[config.mk]
export PLATFORM = sky130hd
export DESIGN_NAME = lcd_line_mapper
export DESIGN_NICKNAME = d
export VERILOG_FILES = /design/src/rtl/lcdmap_pkg.sv /design/src/rtl/lcdmap_ctrl.sv /design/src/rtl/lcdmap_dp.sv /design/src/rtl/lcd_line_mapper.sv
export SDC_FILE = /design/constraint.sdc
export NUM_CORES = 1
export LEC_CHECK = 0
export BUFFER_PORTS_ARGS = -buffer_cell sky130_fd_sc_hd__buf_2
export CELL_PAD_IN_SITES_DETAIL_PLACEMENT = 0
export CELL_PAD_IN_SITES_GLOBAL_PLACEMENT = 1
export CORE_MARGIN = 3
export CORE_UTILIZATION = 34
export CTS_CLUSTER_SIZE = 28
export DETAILED_ROUTE_END_ITERATION = 12
export HOLD_SLACK_MARGIN = 0.12
export PLACE_DENSITY_LB_ADDON = 0.1
export SYNTH_ARGS = -nofsm -noshare
export SYNTH_HDL_FRONTEND = slang
export SYNTH_SLANG_ARGS = --single-unit
export TNS_END_PERCENT = 1
[constraint.sdc]
create_clock -name clk -period 0.8 [get_ports clk]
set_input_delay 0.08 -clock clk [delete_from_list [all_inputs] [get_ports clk]]
set_output_delay 0.08 -clock clk [all_outputs]
set_load 0.05 [all_outputs]
[src/rtl/lcdmap_pkg.sv]
package lcdmap_pkg;
  localparam int NUM_OUT  = 40;
  localparam int GRP_SIZE = 8;
  localparam int NUM_GRP  = NUM_OUT / GRP_SIZE;
  localparam int GRP_LOG  = $clog2(GRP_SIZE);
  localparam int LVL_W    = 3;
  localparam int ROW_W    = 5;
  localparam int CNT_W    = ROW_W + 1;
  localparam int GSEL_W   = ROW_W - GRP_LOG;

  typedef enum logic [LVL_W-1:0] {
    LVL_VDD  = 3'd0,
    LVL_V2   = 3'd1,
    LVL_V3   = 3'd2,
    LVL_V4   = 3'd3,
    LVL_V5   = 3'd4,
    LVL_VLCD = 3'd5
  } level_e;

  typedef enum logic [1:0] {
    MUX_8  = 2'd0,
    MUX_16 = 2'd1,
    MUX_24 = 2'd2,
    MUX_32 = 2'd3
  } mux_e;

  typedef struct packed {
    logic [NUM_OUT-1:0] rowRole;
    logic [NUM_OUT-1:0] colRole;
    logic [NUM_OUT-1:0] rowHit;
    logic               oddFrame;
    logic               blankCols;
  } strobe_t;
endpackage

[src/rtl/lcdmap_ctrl.sv]
module lcdmap_ctrl
  import lcdmap_pkg::*;
(
  input  logic [ROW_W-1:0] rowIdx,
  input  logic             frameOdd,
  input  logic [1:0]       muxSel,
  input  logic             mixedMode,
  input  logic             blank,
  output strobe_t          strb
);
  logic [CNT_W-1:0]   rowCount;
  logic               rowValid;
  logic [GRP_LOG-1:0] lowIdx;
  logic [GSEL_W-1:0]  grpIdx;
  logic [NUM_GRP-1:0] grpIsRow;
  logic [NUM_GRP-1:0] grpMatch;
  logic [NUM_OUT-1:0] rowRoleV;
  logic [NUM_OUT-1:0] colRoleV;
  logic [NUM_OUT-1:0] rowHitV;

  always_comb begin
    rowCount = (CNT_W'(muxSel) + CNT_W'(1)) << GRP_LOG;
    rowValid = {1'b0, rowIdx} < rowCount;
    lowIdx   = rowIdx[GRP_LOG-1:0];
    grpIdx   = rowIdx[ROW_W-1:GRP_LOG];
  end

  for (genvar g = 0; g < NUM_GRP; g++) begin : gGrp
    localparam logic [CNT_W-1:0]  GBASE = CNT_W'(g * GRP_SIZE);
    localparam logic [GSEL_W-1:0] GSEL  = GSEL_W'(g);
    localparam bit                LAST  = (g == NUM_GRP - 1);

    // Last group never scans; in row-only mode every other group does.
    if (LAST) begin : gColOnly
      assign grpIsRow[g] = 1'b0;
    end else begin : gProg
      assign grpIsRow[g] = mixedMode ? (GBASE < rowCount) : 1'b1;
    end

    // Row-pulse copy: the rate picks how many groups share one select.
    always_comb begin
      unique case (mux_e'(muxSel))
        MUX_8:   grpMatch[g] = 1'b1;
        MUX_16:  grpMatch[g] = (grpIdx[0] == GSEL[0]);
        default: grpMatch[g] = (grpIdx == GSEL);
      endcase
    end

    for (genvar k = 0; k < GRP_SIZE; k++) begin : gPin
      localparam int                 IDX  = g * GRP_SIZE + k;
      localparam logic [GRP_LOG-1:0] KSEL = GRP_LOG'(k);
      assign rowRoleV[IDX] = grpIsRow[g];
      assign colRoleV[IDX] = mixedMode & ~grpIsRow[g];
      assign rowHitV[IDX]  = grpIsRow[g] & rowValid & grpMatch[g] & (lowIdx == KSEL);
    end
  end

  assign strb = '{rowRole:   rowRoleV,
                  colRole:   colRoleV,
                  rowHit:    rowHitV,
                  oddFrame:  frameOdd,
                  blankCols: blank};
endmodule

[src/rtl/lcdmap_dp.sv]
module lcdmap_dp
  import lcdmap_pkg::*;
(
  input  logic                     clk,
  input  logic                     rstN,
  input  strobe_t                  strb,
  input  logic [NUM_OUT-1:0]       colData,
  output logic [NUM_OUT*LVL_W-1:0] levelOut,
  output logic [NUM_OUT-1:0]       drvEn
);
  logic [NUM_OUT*LVL_W-1:0] nxtLevel;
  logic [NUM_OUT-1:0]       nxtEn;
  logic [NUM_OUT-1:0]       pixOn;

  assign pixOn = colData & {NUM_OUT{~strb.blankCols}};
  assign nxtEn = strb.rowRole | strb.colRole;

  for (genvar i = 0; i < NUM_OUT; i++) begin : gLvl
    level_e rowLvl;
    level_e colLvl;
    always_comb begin
      if (strb.rowHit[i]) rowLvl = strb.oddFrame ? LVL_VLCD : LVL_VDD;
      else                rowLvl = strb.oddFrame ? LVL_V2   : LVL_V5;
      if (pixOn[i])       colLvl = strb.oddFrame ? LVL_VDD  : LVL_VLCD;
      else                colLvl = strb.oddFrame ? LVL_V4   : LVL_V3;
    end
    assign nxtLevel[i*LVL_W +: LVL_W] = strb.rowRole[i] ? rowLvl :
                                        strb.colRole[i] ? colLvl : LVL_VDD;
  end

  always_ff @(posedge clk or negedge rstN) begin
    if (!rstN) begin
      levelOut <= '0;
      drvEn    <= '0;
    end else begin
      levelOut <= nxtLevel;
      drvEn    <= nxtEn;
    end
  end
endmodule

[src/rtl/lcd_line_mapper.sv]
module lcd_line_mapper
  import lcdmap_pkg::*;
(
  input  logic                     clk,
  input  logic                     rstN,
  input  logic [ROW_W-1:0]         rowIdx,
  input  logic                     frameOdd,
  input  logic [1:0]               muxSel,
  input  logic                     mixedMode,
  input  logic                     blank,
  input  logic [NUM_OUT-1:0]       colData,
  output logic [NUM_OUT*LVL_W-1:0] levelOut,
  output logic [NUM_OUT-1:0]       drvEn
);
  strobe_t strb;

  lcdmap_ctrl uCtrl (
    .rowIdx    (rowIdx),
    .frameOdd  (frameOdd),
    .muxSel    (muxSel),
    .mixedMode (mixedMode),
    .blank     (blank),
    .strb      (strb)
  );

  lcdmap_dp uDp (
    .clk      (clk),
    .rstN     (rstN),
    .strb     (strb),
    .colData  (colData),
    .levelOut (levelOut),
    .drvEn    (drvEn)
  );
endmodule

==> Word level (Yosys, flattened, before mapping) <==
Cells that the tools add are included.
{ "word_totals": {"reg_bits": 160, "input_bits": 52, "output_inout_bits": 160, "word_cells": 230} }
{ "op_classes": {"add_sub_neg": 1, "order_cmp": 5, "eq_ne": 11, "mux": 156, "bitwise": 52, "reduce_logical": 3} }
{ "op_table": {"columns": ["cell", "count"], "rows": [
  ["3-bit two-way mux", 147],
  ["1-bit bitwise AND", 44],
  ["40-bit bitwise AND", 1],
  ["32-bit by 40-bit bitwise OR with 40-bit output", 1],
  ["3-bit equality test (second input constant)", 4],
  ["5-bit by 6-bit less-than comparator with 1-bit output (first input constant)", 2],
  ["1-bit one-hot mux with 2 select lines", 4],
  ["3-bit by 2-bit equality test with 1-bit output (second input constant)", 2],
  ["1-bit by 6-bit less-than comparator with 1-bit output (first input constant)", 1],
  ["4-bit by 6-bit less-than comparator with 1-bit output (first input constant)", 1],
  ["5-bit by 6-bit less-than comparator with 1-bit output", 1],
  ["1-bit NOT", 6],
  ["1-bit two-way mux", 5],
  ["2-bit by 1-bit equality test with 1-bit output (second input constant)", 2],
  ["2-bit equality test (second input constant)", 2],
  ["2-bit zero test", 2],
  ["2-bit by 1-bit adder with 3-bit output (second input constant)", 1],
  ["3-bit by 1-bit equality test with 1-bit output (second input constant)", 1],
  ["3-bit zero test", 1]
]} }

==> Logic depth before layout (Yosys ltp) <==
Gate-level depths: netlist (run 1).
{ "logic_depth": {"word_depth": 8, "depth_mapped": 9, "depth_no_buf": 8} }

==> Hierarchy <==
A second synthesis (run 1) with hierarchy kept.
{ "hier_totals": {"cells_unflattened": 730, "area_unflattened_um2": 7776.2} }
{ "modules_own_cells": {"columns": ["mod", "instances", "cells_per_inst", "area_per_inst_um2", "seq_area_each_um2"], "rows": [
  ["lcdmap_dp", 1, 574, 6729.0, 4003.8],
  ["lcdmap_ctrl", 1, 156, 1047.3, 0.0]
]} }

==> Worst setup path after synthesis (run 1) <==
Ideal clock, no wire load.
{ "synth_path": {"path_type": "input port to flip-flop", "startpoint": "input port muxSel[1]", "endpoint": "register uDp.levelOut[71]", "setup_ns": 0.150, "arrival_time_ns": 1.602, "t_required_ns": 0.650, "slack_ns": -0.952, "path_stages": 8, "path_buffers": 0, "path_cell_list": "inv_1 > ha_1 > inv_1 > ha_1 > o21bai_1 > o22ai_1 > nor4b_1 > a311oi_1"} }
{ "synth_between": {"elab_chain_len": 8, "word_cells_on_any_way": 15, "cone_classes": "add/sub (1); order compare (2); eq/ne (1); mux (5); bitwise (5); reduce/logical (1)"} }
{ "synth_lines": {"columns": ["element", "line", "text"], "rows": [
  ["from (decl)", "lcd_line_mapper.sv:8", "input logic [1:0] muxSel,"],
  ["2-bit by 1-bit adder with 3-bit output", "lcdmap_ctrl.sv:22", "rowCount = (CNT_W'(muxSel) + CNT_W'(1)) << GRP_LOG;"],
  ["5-bit by 6-bit less-than comparator with 1-bit output", "lcdmap_ctrl.sv:37", "assign grpIsRow[g] = mixedMode ? (GBASE < rowCount) : 1'b1;"],
  ["1-bit two-way mux", "lcdmap_ctrl.sv:37", null],
  ["1-bit bitwise AND (3 in a row)", "lcdmap_ctrl.sv:54", "assign rowHitV[IDX] = grpIsRow[g] & rowValid & grpMatch[g] & (lowIdx == KSEL);"],
  ["3-bit two-way mux", "lcdmap_dp.sv:22", "if (strb.rowHit[i]) rowLvl = strb.oddFrame ? LVL_VLCD : LVL_VDD;"],
  ["3-bit two-way mux *", "lcdmap_dp.sv:27", "assign nxtLevel[i*LVL_W +: LVL_W] = strb.rowRole[i] ? rowLvl :"],
  ["named net uDp.nxtLevel[71]", "lcdmap_dp.sv:11", "logic [NUM_OUT*LVL_W-1:0] nxtLevel;"],
  ["to (signal assigned)", "lcdmap_dp.sv:36", "levelOut <= nxtLevel;"],
  ["to (decl)", "lcdmap_dp.sv:8", "output logic [NUM_OUT*LVL_W-1:0] levelOut,"]
]} }
Mark *: on every way through the listed nets, which the timed path passes. The rest lies on a longest branch.

==> Worst setup path after layout (run 1) <==
{ "layout_path": {"startpoint": "input port muxSel[1]", "endpoint": "register uDp.levelOut[26]"} }
{ "layout_between": {"elab_chain_len": 8, "word_cells_on_any_way": 15, "cone_classes": "add/sub (1); order compare (2); eq/ne (1); mux (5); bitwise (5); reduce/logical (1)"} }
{ "layout_lines": {"columns": ["element", "line"], "rows": [
  ["2-bit by 1-bit adder with 3-bit output", "lcdmap_ctrl.sv:22"],
  ["4-bit by 6-bit less-than comparator with 1-bit output", "lcdmap_ctrl.sv:37"],
  ["1-bit two-way mux", "lcdmap_ctrl.sv:37"],
  ["1-bit bitwise AND (3 in a row)", "lcdmap_ctrl.sv:54"],
  ["3-bit two-way mux", "lcdmap_dp.sv:22"],
  ["3-bit two-way mux *", "lcdmap_dp.sv:27"],
  ["named net uDp.nxtLevel[26]", "lcdmap_dp.sv:11"]
]} }
Marked as above.

==> results.txt, run 1 <==
The flow ran to the end, but the final reports show violations. The checks that failed: negative hold slack, negative setup slack. The power consumption is 20.0 mW. The total power per unit cell area came out at 2140 nW/um^2. The gate count after technology mapping came out at 515. The multi-input gate area in the final layout came out at 2430 sq um. The filler cells instantiated in the layout total 1384. The first global-routing pass estimated 25.3 mm of wire.

The effective utilization at floorplan came out at 0.353. The area of all placed cells without fillers is 9340 sq um. TritonCTS built the clock tree. For this block, the initial DRC count from the detailed router was 184. STA classifies the critical path startpoint as a primary input. The width of the chip came out at 135 um. The share of cells above drive strength 1 came out at 0.494. The most common cell in the synthesized netlist is sky130_fd_sc_hd__dfrtp_1. The first TritonRoute pass finished after 4 iterations. After detailed routing, the number of vias per cell comes to 4.61. 0 antenna diodes ended up in the layout. The worst hold path belongs to the class in -> reg. The worst path setup slack after routing is -586 ps. The tree is rooted in a sky130_fd_sc_hd__clkbuf_16.

The arrival time at the worst endpoint is 1700 ps. The flop and latch count out of synthesis is 125. The H-tree generated during clock tree synthesis spans 4 levels. After detailed placement, the total cell area comes to 7540 sq um. The area of the mapped netlist is 5690 sq um. The endpoint class of the critical path is a register. The number of max-capacitance violations reported came out at 0. Synthesis instantiated 36 different standard cells from the library. The final count of negative-setup-slack endpoints came out at 200. The via count of the first global-routing pass is 4877. The maximum number of pins on one net before global-route repair came out at 30. For this block, the routed nets add up to 16.1 mm of wire. The floorplan row count is 46. The total number of clock tree sinks came out at 125.

The mean area per synthesized cell is 11.0 sq um. The worst-case IR drop observed on VDD is 1.35 mV. Of all nets on the critical path, the largest fanout is 8. The instance count after placement with tap cells included came out at 972.

The count of nets after finishing is 881. The region available for standard cell placement spans 16100 sq um. The number of enable flip-flop cells after synthesis came out at 0. The post-layout utilization of the core is 0.580. The area share of the largest cell type after synthesis is 0.550. The total routing usage reported by global routing is 0.178. Measured along the y axis, the die boundary spans 135 um. The time the worst path needs with I/O delays and setup is 1390 ps. The tightest hold margin came out at -14.1 ps.

The most used flip-flop cell after synthesis is sky130_fd_sc_hd__dfrtp_1. The initial antenna violation count is 0. The number of endpoints with negative hold slack in the final report came out at 2.

The layout-stage area growth over the synthesis result came out at 64.3%. For this run, the number of Yosys warnings is 0. By count the netlist is led by sky130_fd_sc_hd__dfrtp_1, sky130_fd_sc_hd__nor2b_1, sky130_fd_sc_hd__ha_1. The leftover overflow at the end of global routing came out at 0. Setup repair after global routing could not meet its margin everywhere. The sequential-to-total area share from yosys stat came out at 0.550. Routability-driven placement finished with a final weighted congestion of 0.835. In this run the remaining antenna-violating nets after routing total 0. Based on the critical path, the design can be clocked at up to 721 MHz. Clock-pin slew was measured on the worst setup and hold paths at 50 ps. Counting along the longest clock path gives a buffer depth of 2. The final standard cell count with taps included and fillers excluded is 1012.

The total die area came out at 18300 sq um. The worst path required time came out at 1120 ps. After detailed routing, the average wire length per cell comes to 15.9 um. The HPWL after detailed placement is 11.8 mm. The standby leakage power came out at 4.50 nW.

Detailed routing inserted a total of 4666 vias. The count of unresolved DRC violations after routing came out at 0. The final count of pins violating max slew came out at 0. The setup path with the least slack is of type in -> reg. The number of hold-repair buffers added at the cts stage came out at 7. Of the available clock period, the critical path in the final layout requires 1.73. Of all cell types, the one taking the most synthesized area is sky130_fd_sc_hd__dfrtp_1.

The I/O pin count is 212. The share of async-settable or async-resettable flops after synthesis came out at 1.00. The number of buffers created by CTS is 17. Sorting the synthesized cells by area gives the leading types as sky130_fd_sc_hd__dfrtp_1, sky130_fd_sc_hd__ha_1, sky130_fd_sc_hd__nor2b_1.

The area used by sequential logic in the layout came out at 3130 sq um. Input and output buffers added on the ports amount to 211.
## power breakdown
part	switching [mW]	internal (mW)
Sequential	0.268	6.80
Combinational	3.47	2.06
Clock	2.63	4.72
## final timing paths
| kind | endpoint | startpoint | depth (start not counted) | slack (ps) |
|---|---|---|---|---|
| min | uDp.levelOut[109] | colData[36] | 3 | -10 |
| min in group asynchronous | uDp.levelOut[115] | rstN | 2 | 130 |
| max in group asynchronous | uDp.drvEn[15] | rstN | 3 | 210 |
| max | uDp.levelOut[26] | muxSel[1] | 11 | -590 |
## layer usage
layer,track usage,routed length (um)
met1,0.221,6870
met2,0.300,8020
met5,0,0
met3,0.0468,974
met4,0.0616,274
## what timing repair did
item                                    in CTS  in global routing
endpoints found under the setup margin     249                254
buffers inserted                             1                  1
gates resized for setup                    323                 27
pin swaps                                    9                  3
hold endpoints to repair                   179                 26
gates cloned                                 0                  0
## flip-flops by register name, indices dropped and copies added (netlist names)
name and count:
uDp.levelOut 120, uDp.drvEn 5
## cells in the final DEF (no fill, tap or decap), types with 3 or more instances in the layout
| cell | instances |
|---|---|
| sky130_fd_sc_hd__buf_6 | 134 |
| sky130_fd_sc_hd__dfrtp_1 | 120 |
| sky130_fd_sc_hd__buf_4 | 112 |
| sky130_fd_sc_hd__nor2b_1 | 59 |
| sky130_fd_sc_hd__buf_2 | 48 |
| sky130_fd_sc_hd__ha_1 | 41 |
| sky130_fd_sc_hd__nor2_1 | 33 |
| sky130_fd_sc_hd__a21oi_1 | 30 |
| sky130_fd_sc_hd__o21ai_0 | 18 |
| sky130_fd_sc_hd__nand3_1 | 18 |
| sky130_fd_sc_hd__a211oi_1 | 18 |
| sky130_fd_sc_hd__clkbuf_16 | 17 |
| sky130_fd_sc_hd__nand2_1 | 13 |
| sky130_fd_sc_hd__and2_1 | 11 |
| sky130_fd_sc_hd__buf_12 | 10 |
| sky130_fd_sc_hd__nor3_1 | 8 |
| sky130_fd_sc_hd__o221ai_2 | 8 |
| sky130_fd_sc_hd__o22ai_1 | 8 |
| sky130_fd_sc_hd__dlygate4sd3_1 | 7 |
| sky130_fd_sc_hd__clkbuf_8 | 6 |
| sky130_fd_sc_hd__nor2_2 | 5 |
| sky130_fd_sc_hd__dfrtp_2 | 5 |
| sky130_fd_sc_hd__nor3_4 | 4 |
| sky130_fd_sc_hd__clkinv_2 | 4 |
| sky130_fd_sc_hd__conb_1 | 4 |
| sky130_fd_sc_hd__nor2b_2 | 3 |
| sky130_fd_sc_hd__or3b_2 | 3 |
| sky130_fd_sc_hd__or3_1 | 3 |
| sky130_fd_sc_hd__nand3b_1 | 3 |
## cell type report
class                           count  area share
Clock buffer                       25      0.0552
Tap cell                          216      0.0289
Timing Repair Buffer              313       0.309
Multi-Input combinational cell    322       0.260
Clock inverter                      6     0.00616
Inverter                            5     0.00455
Sequential cell                   125       0.336
## critical path, cell delays in order
cell and delay (ps):
sky130_fd_sc_hd__buf_12 90, sky130_fd_sc_hd__inv_12 30, sky130_fd_sc_hd__ha_4 240, sky130_fd_sc_hd__inv_2 40, sky130_fd_sc_hd__ha_4 170, sky130_fd_sc_hd__nor3_4 190, sky130_fd_sc_hd__buf_6 130, sky130_fd_sc_hd__nor2_4 40
sky130_fd_sc_hd__or3_1 360, sky130_fd_sc_hd__buf_6 160, sky130_fd_sc_hd__o221ai_2 180
## kinds of logic (layout without fill, tap and decap cells)
family	count (synthesis)	in the layout	share of synthesized area
compound gates	98	98	0.109
flops	125	125	0.550
fa+ha+maj	45	45	0.0990
buf+inv	71	349	0.0750
other cells	1	4	0.000659
simple gates	175	175	0.166
## metrics by stage
stage / setup TNS, ps / worst slack, ps
final: -57340 / -586
after global routing: -65180 / -604
after CTS: -59600 / -552
after detailed placement: -82190 / -1350
after global placement: -79570 / -1310
after floorplan: -69930 / -834
Power figures use the tool's default switching activity.
==> inputs of run 2 (changes only) <==
==> constraint.sdc (replaced) <==
create_clock -name clk -period 0.8 [get_ports clk]
set_input_delay 0.08 -clock clk [delete_from_list [all_inputs] [get_ports clk]]
set_output_delay 0.08 -clock clk [all_outputs]
set_load 0.005 [all_outputs]
==> results.txt, run 2 (same netlist as run 1, synthesis figures left out) <==
The worst path setup slack after routing was -581 ps (+4.89 ps). The global-route wire length before repair is 24.5 mm (-3.1%). Leaving out fill and tap cells, the most frequent cell in the layout is sky130_fd_sc_hd__buf_2.

The initial antenna violation count is 0 (unchanged). CTS placed an instance of sky130_fd_sc_hd__clkbuf_16 at the clock tree root. The floorplan row count came to 46 (unchanged). The routability congestion estimate from global placement came to 0.835 (unchanged). The register name with the most flops is uDp.levelOut. The number of vias in the routed layout came out at 4612 (-1.2%). The number of flip-flops in the largest register came to 120 (unchanged). The worst setup path is captured at a register. The number of endpoints with negative hold slack in the final report came out at 2 (unchanged). The height of the die is 135 um (unchanged). The total number of clock tree sinks came to 125 (unchanged). The number of max-capacitance violations reported is 0 (unchanged).

The leftover overflow at the end of global routing was 0 (unchanged). The count of nets left with antenna violations after detail routing came out at 0 (unchanged). The maximum clock path buffer count was 2 (unchanged). The number of iterations in the first detailed-routing pass is 4 (unchanged). The total power per unit cell area was 2030 nW/um^2 (-5.2%). The type of the most critical hold path is in -> reg.

The routed wire length per instance came to 15.5 um (-2.5%). The hold path startpoint is colData[10]. The number of cells on the worst hold path came out at 3 (unchanged).

The clock transition time at the flip-flop clock pins of the worst setup and hold paths is 60 ps (about the same). The instance count after placement with tap cells included came out at 972 (unchanged). The core footprint is 16100 sq um (unchanged). Setup repair after global routing could not meet its margin everywhere. The H-tree depth was 4 (unchanged). TritonCTS built the clock tree.

The run finished, with violations left. The period utilization is 1.73 (-0.00611). The via count of the first global-routing pass came out at 4728 (-3.1%). The count of unresolved DRC violations after routing is 0 (unchanged). The maximum number of pins on one net before global-route repair came out at 30 (unchanged).

The time the worst path needs with I/O delays and setup is 1380 ps (-4.89 ps). The HPWL after detailed placement is 11.8 mm (unchanged). The tightest hold margin came out at -15.3 ps (-1.23 ps).

The power consumption came to 17.2 mW (-14%). The share of cells above drive strength 1 is 0.489 (-0.00503). The total routing usage reported by global routing came out at 0.173 (-0.00527). The number of buffers created by CTS came out at 17 (unchanged).

The startpoint-to-endpoint class of the critical path is in -> reg. For hold timing, the worst endpoint is uDp.levelOut[31]. The effective utilization at floorplan was 0.353 (unchanged). The checks that failed: negative hold slack, negative setup slack.

From synthesis to final layout, the design area changed by 49.4%. The width of the chip is 135 um (unchanged). The post-detailed-route via-to-cell ratio is 4.56 (-1.2%).

The peak supply drop is 1.31 mV (-3.4%). STA classifies the critical path startpoint as a primary input. Leaving out fill and tap cells, the most frequent cells in the layout are sky130_fd_sc_hd__buf_2, sky130_fd_sc_hd__dfrtp_1, sky130_fd_sc_hd__buf_4. The final count of pins violating max slew came to 0 (unchanged). The aggregate routed wire length came out at 15.7 mm (-2.5%). The I/O pin count came to 212 (unchanged). The antenna diode instance count came out at 0 (unchanged). The setup TNS is -47830 ps (+9520 ps). The total die area came out at 18300 sq um (unchanged). The standby leakage power is 4.28 nW (-4.9%).

The worst path required time is 1120 ps (about the same). The largest fanout of any net on the critical path is 8 (unchanged). The number of hold-repair buffers added at the cts stage is 7 (unchanged). The final standard cell count with taps included and fillers excluded came out at 1012 (unchanged).

The arrival time at the worst endpoint is 1700 ps (about the same). The count of routing violations after the opening detailed-route iteration came out at 185 (+0.54%). The count of input and output buffers came out at 211 (unchanged).

The final count of negative-setup-slack endpoints is 202 (+1.0%). The largest registers in the layout are uDp.levelOut: 120 flops, uDp.drvEn: 5 flops. The count of nets after finishing is 881 (unchanged).

The fmax is 724 MHz (+0.35%).
[run 2: cell counts in the layout (fill, tap and decap cells not counted)]
Identical to the previous run, type by type.
[run 2: worst max-delay path, cell delays in order]
cell and delay [ps]:
sky130_fd_sc_hd__buf_12 90, sky130_fd_sc_hd__inv_12 30, sky130_fd_sc_hd__ha_4 240, sky130_fd_sc_hd__inv_2 40, sky130_fd_sc_hd__ha_4 170, sky130_fd_sc_hd__nor3_4 190
sky130_fd_sc_hd__buf_6 130, sky130_fd_sc_hd__nor2_4 40, sky130_fd_sc_hd__or3_1 360, sky130_fd_sc_hd__buf_6 160, sky130_fd_sc_hd__o221ai_2 180
[run 2: final cells by class]
| type | count | area [sq um] |
|---|---|---|
| Inverter | 5 | 42.5 |
| Clock buffer | 25 | 515 |
| Clock inverter | 6 | 57.6 |
| Tap cell | 216 | 270 |
| Multi-Input combinational cell | 322 | 2430 |
| Sequential cell | 125 | 3130 |
| Fill cell | 1485 | 7620 |
| Timing Repair Buffer | 313 | 2050 |
[run 2: power by group]
| group | internal (mW) | total, mW | switching, mW | leakage [nW] |
|---|---|---|---|---|
| Combinational | 1.43 | 2.92 | 1.48 | 2.45 |
| Sequential | 6.80 | 6.95 | 0.154 | 1.55 |
| Clock | 4.73 | 7.34 | 2.62 | 0.285 |
[run 2: what timing repair did]
item | CTS | global route
setup buffers | 1 | 1
endpoints found under the hold margin | 179 | 26
pin swaps | 9 | 3
resized for setup | 39 | 29
gates cloned | 0 | 0
endpoints found under the setup margin | 249 | 254
[run 2: routing by layer]
| layer | GRT usage | wire [um] | vias to the layer above |
|---|---|---|---|
| li1 | - | - | 2279 |
| met1 | 0.218 | 6860 | 2175 |
| met2 | 0.286 | 7740 | 145 |
| met3 | 0.0449 | 956 | 13 |
| met4 | 0.0633 | 176 | 0 |
| met5 | 0 | 0 | - |
[run 2: stage by stage]
step / worst slack (ps) / area (sq um) / hold WS, ps / utilization
floorplan: -834 / 5800 / -216 / -
global placement: -1310 / 7540 / -21.2 / 0.468
detailed placement: -1350 / 7540 / -18.5 / 0.468
CTS: -552 / 8370 / -19.4 / 0.519
global route: -604 / 8500 / 4.06 / 0.527
finish: -581 / 8500 / -15.3 / 0.527
[run 2: worst max-delay path by stage]
stage          startpoint          endpoint  slack (ps)  depth (start not counted)
3_5_place_dp    muxSel[1]  uDp.levelOut[65]       -1350                         10
5_1_grt         muxSel[1]  uDp.levelOut[65]        -600                         11
3_3_place_gp    muxSel[1]  uDp.levelOut[65]       -1310                         10
4_1_cts         muxSel[1]  uDp.levelOut[26]        -550                         10
6_report        muxSel[1]  uDp.levelOut[26]        -580                         11
2_1_floorplan   muxSel[0]  uDp.levelOut[26]        -830                          9
==> inputs of run 3 (changes only) <==
--- a/config.mk
+++ b/config.mk
@@ -6,14 +6,12 @@
 export NUM_CORES = 1
 export LEC_CHECK = 0
 export BUFFER_PORTS_ARGS = -buffer_cell sky130_fd_sc_hd__buf_2
-export CELL_PAD_IN_SITES_DETAIL_PLACEMENT = 0
-export CELL_PAD_IN_SITES_GLOBAL_PLACEMENT = 1
 export CORE_MARGIN = 3
-export CORE_UTILIZATION = 34
+export CORE_UTILIZATION = 45
 export CTS_CLUSTER_SIZE = 28
 export DETAILED_ROUTE_END_ITERATION = 12
 export HOLD_SLACK_MARGIN = 0.12
-export PLACE_DENSITY_LB_ADDON = 0.1
+export PLACE_DENSITY = 0.77
 export SYNTH_ARGS = -nofsm -noshare
 export SYNTH_HDL_FRONTEND = slang
 export SYNTH_SLANG_ARGS = --single-unit
==> results.txt, run 3 (same netlist as run 1, synthesis figures left out) <==
The flow ran to the end, but the final reports show violations. The final reports fail on negative hold slack, negative setup slack. The worst path required time came out at 1120 ps (about the same).

The leftover overflow at the end of global routing is 0 (unchanged). The number of cells on the worst hold path is 3 (unchanged). In this run the tightest slew margin relative to its limit is 0.667.

The number of vias in the routed layout came out at 4952 (+7.4%). The H-tree depth is 4 (unchanged). The period utilization was 1.69 (-0.0356). The final standard cell count with taps included and fillers excluded is 968 (-4.3%).

The tightest hold margin came out at -4.67 ps (+10.6 ps). The cell sitting at the root of the clock tree is a sky130_fd_sc_hd__clkbuf_16. The top cell types in the final layout, fill and taps aside, are sky130_fd_sc_hd__buf_2, sky130_fd_sc_hd__dfrtp_1, sky130_fd_sc_hd__buf_4.

The post-detailed-route via-to-cell ratio came to 5.12 (+12%). The global-route wire length before repair came out at 25.8 mm (+5.3%). The worst path setup slack after routing came out at -553 ps (+28.5 ps).

The count of nets after finishing is 885 (+0.45%). In this run the most critical hold path is launched from colData[12]. Ranked by flip-flop count, first place goes to uDp.levelOut.

The antenna diode instance count came to 0 (unchanged). The total die area is 14000 sq um (-23%). The sum of routed wire segments on met1 is 6.32 mm (-7.9%).

The I/O pin count came out at 212 (unchanged). The aggregate routed wire length came out at 16.4 mm (+4.2%). The count of nets left with antenna violations after detail routing came to 0 (unchanged). The HPWL after detailed placement came out at 11.8 mm (-0.13%).

The post-layout utilization of the core came to 0.697 (+0.170). The instance count after placement with tap cells included came to 922 (-5.1%). The time the worst path needs with I/O delays and setup is 1350 ps (-28.5 ps). The floorplan row count was 40 (-13%). The path with the worst hold slack has its endpoint at uDp.levelOut[37]. The largest registers in the layout are uDp.levelOut: 120 flops, uDp.drvEn: 5 flops. The total routing usage reported by global routing is 0.234 (+0.0614). The power consumption was 17.6 mW (+2.6%). The worst setup path is of the in -> reg kind. The routability congestion estimate from global placement is 0.859 (+2.8%). The total number of clock tree sinks is 125 (unchanged).

The share of cells above drive strength 1 came out at 0.485 (-0.00369). The number of flip-flops in the largest register is 120 (unchanged). The TritonCTS clock tree is yes. The most common library cell in the layout ignoring fill and taps is sky130_fd_sc_hd__buf_2. The count of routing violations after the opening detailed-route iteration is 335 (+81%). The length of routed met3 wiring is 1.37 mm (+43%).

The worst hold path belongs to the class in -> reg. The effective utilization at floorplan is 0.468 (+0.115). The standard cell area after detailed placement is 7390 sq um (-1.9%). The routed wire length per instance is 16.9 um (+9.0%). The number of max-capacitance violations reported is 0 (unchanged). The core footprint is 12200 sq um (-25%). The final count of negative-setup-slack endpoints came to 217 (+7.4%).

The number of buffers created by CTS was 17 (unchanged). The highest layer touched by signal routing is met5. The area of all placed cells without fillers came out at 8470 sq um (-0.27%). The total met2 wirelength after detailed routing came out at 8.28 mm (+7.0%). The layout-stage area growth over the synthesis result came out at 49.0%. The pre-CTS worst setup slack was -1330 ps (+24.2 ps). The peak supply drop was 1.26 mV (-3.6%). Setup repair after global routing could not meet its margin everywhere. The maximum number of pins on one net before global-route repair came out at 34 (+13%). The number of filler cells placed in the layout was 917 (-38%).

The number of endpoints with negative hold slack in the final report was 1 (-1). The standby leakage power came out at 4.31 nW (+0.60%). The count of input and output buffers came out at 211 (unchanged). The via count of the first global-routing pass came out at 5102 (+7.9%). The clock transition time at the flip-flop clock pins of the worst setup and hold paths is 50 ps (about the same). The fmax came out at 739 MHz (+2.1%).

The maximum clock path buffer count came out at 2 (unchanged). The final count of pins violating max slew is 0 (unchanged). The total power per unit cell area came out at 2080 nW/um^2 (+2.8%). STA classifies the critical path endpoint as a register. The worst setup path is launched from a primary input. The initial antenna violation count came out at 1 (+1). For the pin with the worst max-slew slack, the measured transition is 498 ps. The width of the chip came out at 118 um (-12%).

The largest fanout of any net on the critical path came out at 8 (unchanged). The arrival time at the worst endpoint is 1670 ps (-30 ps). The height of the die came out at 118 um (-12%). The count of unresolved DRC violations after routing came to 0 (unchanged). The number of iterations in the first detailed-routing pass was 5 (+1).
[run 3: area by class of cell]
cell class	count	area, sq um	share of cell area
Tap cell	168	210	0.0248
Sequential cell	125	3130	0.370
Clock buffer	19	453	0.0534
Timing Repair Buffer	317	2030	0.239
Clock inverter	12	145	0.0171
Inverter	5	45.0	0.00532
Multi-Input combinational cell	322	2460	0.290
[run 3: per-stage QoR]
| stage | hold WS, ps | setup TNS, ps |
|---|---|---|
| floorplan | -216 | -60280 |
| global placement | -18.5 | -75870 |
| detailed placement | -14.7 | -82160 |
| CTS | -17.5 | -52720 |
| global route | 26.4 | -57780 |
| finish | -4.67 | -49400 |
[run 3: timing repair]
item	4_1_cts	5_1_grt
cloned	0	0
hold buffers	2	10
endpoints found under the setup margin	256	244
buffers inserted	2	2
resized for setup	43	34
hold endpoints to repair	175	40
pin swaps	10	13
[run 3: per-layer routing]
metal | up-vias | global-route usage
li1 | 2286 | -
met1 | 2383 | 0.272
met2 | 243 | 0.401
met3 | 38 | 0.0708
met4 | 2 | 0.101
met5 | - | 0
[run 3: where the power goes]
group          leakage [nW]  internal (mW)  switching [mW]  total, mW
clock network         0.298           5.01            2.72       7.73
logic                  2.46           1.42            1.55       2.96
registers              1.55           6.80           0.161       6.96
total                  4.31           13.2            4.42       17.6
[run 3: worst max-delay path by stage]
stage                    from               end  slack [ps]  depth (start not counted)
CTS                 muxSel[1]  uDp.levelOut[44]        -610                         11
floorplan           muxSel[0]  uDp.levelOut[26]        -830                          9
global placement    muxSel[1]  uDp.levelOut[65]       -1240                         10
finish              muxSel[1]  uDp.levelOut[47]        -550                          9
detailed placement  muxSel[1]  uDp.levelOut[53]       -1330                         10
global route        muxSel[1]  uDp.levelOut[44]        -590                          9
[run 3: critical path: stages]
cell                       delay (ps)
sky130_fd_sc_hd__buf_12            90
sky130_fd_sc_hd__inv_12            30
sky130_fd_sc_hd__ha_4             260
sky130_fd_sc_hd__inv_4             30
sky130_fd_sc_hd__ha_4             230
sky130_fd_sc_hd__o21bai_4         190
sky130_fd_sc_hd__nor2_4            80
sky130_fd_sc_hd__or3_4            470
sky130_fd_sc_hd__o221ai_2         200
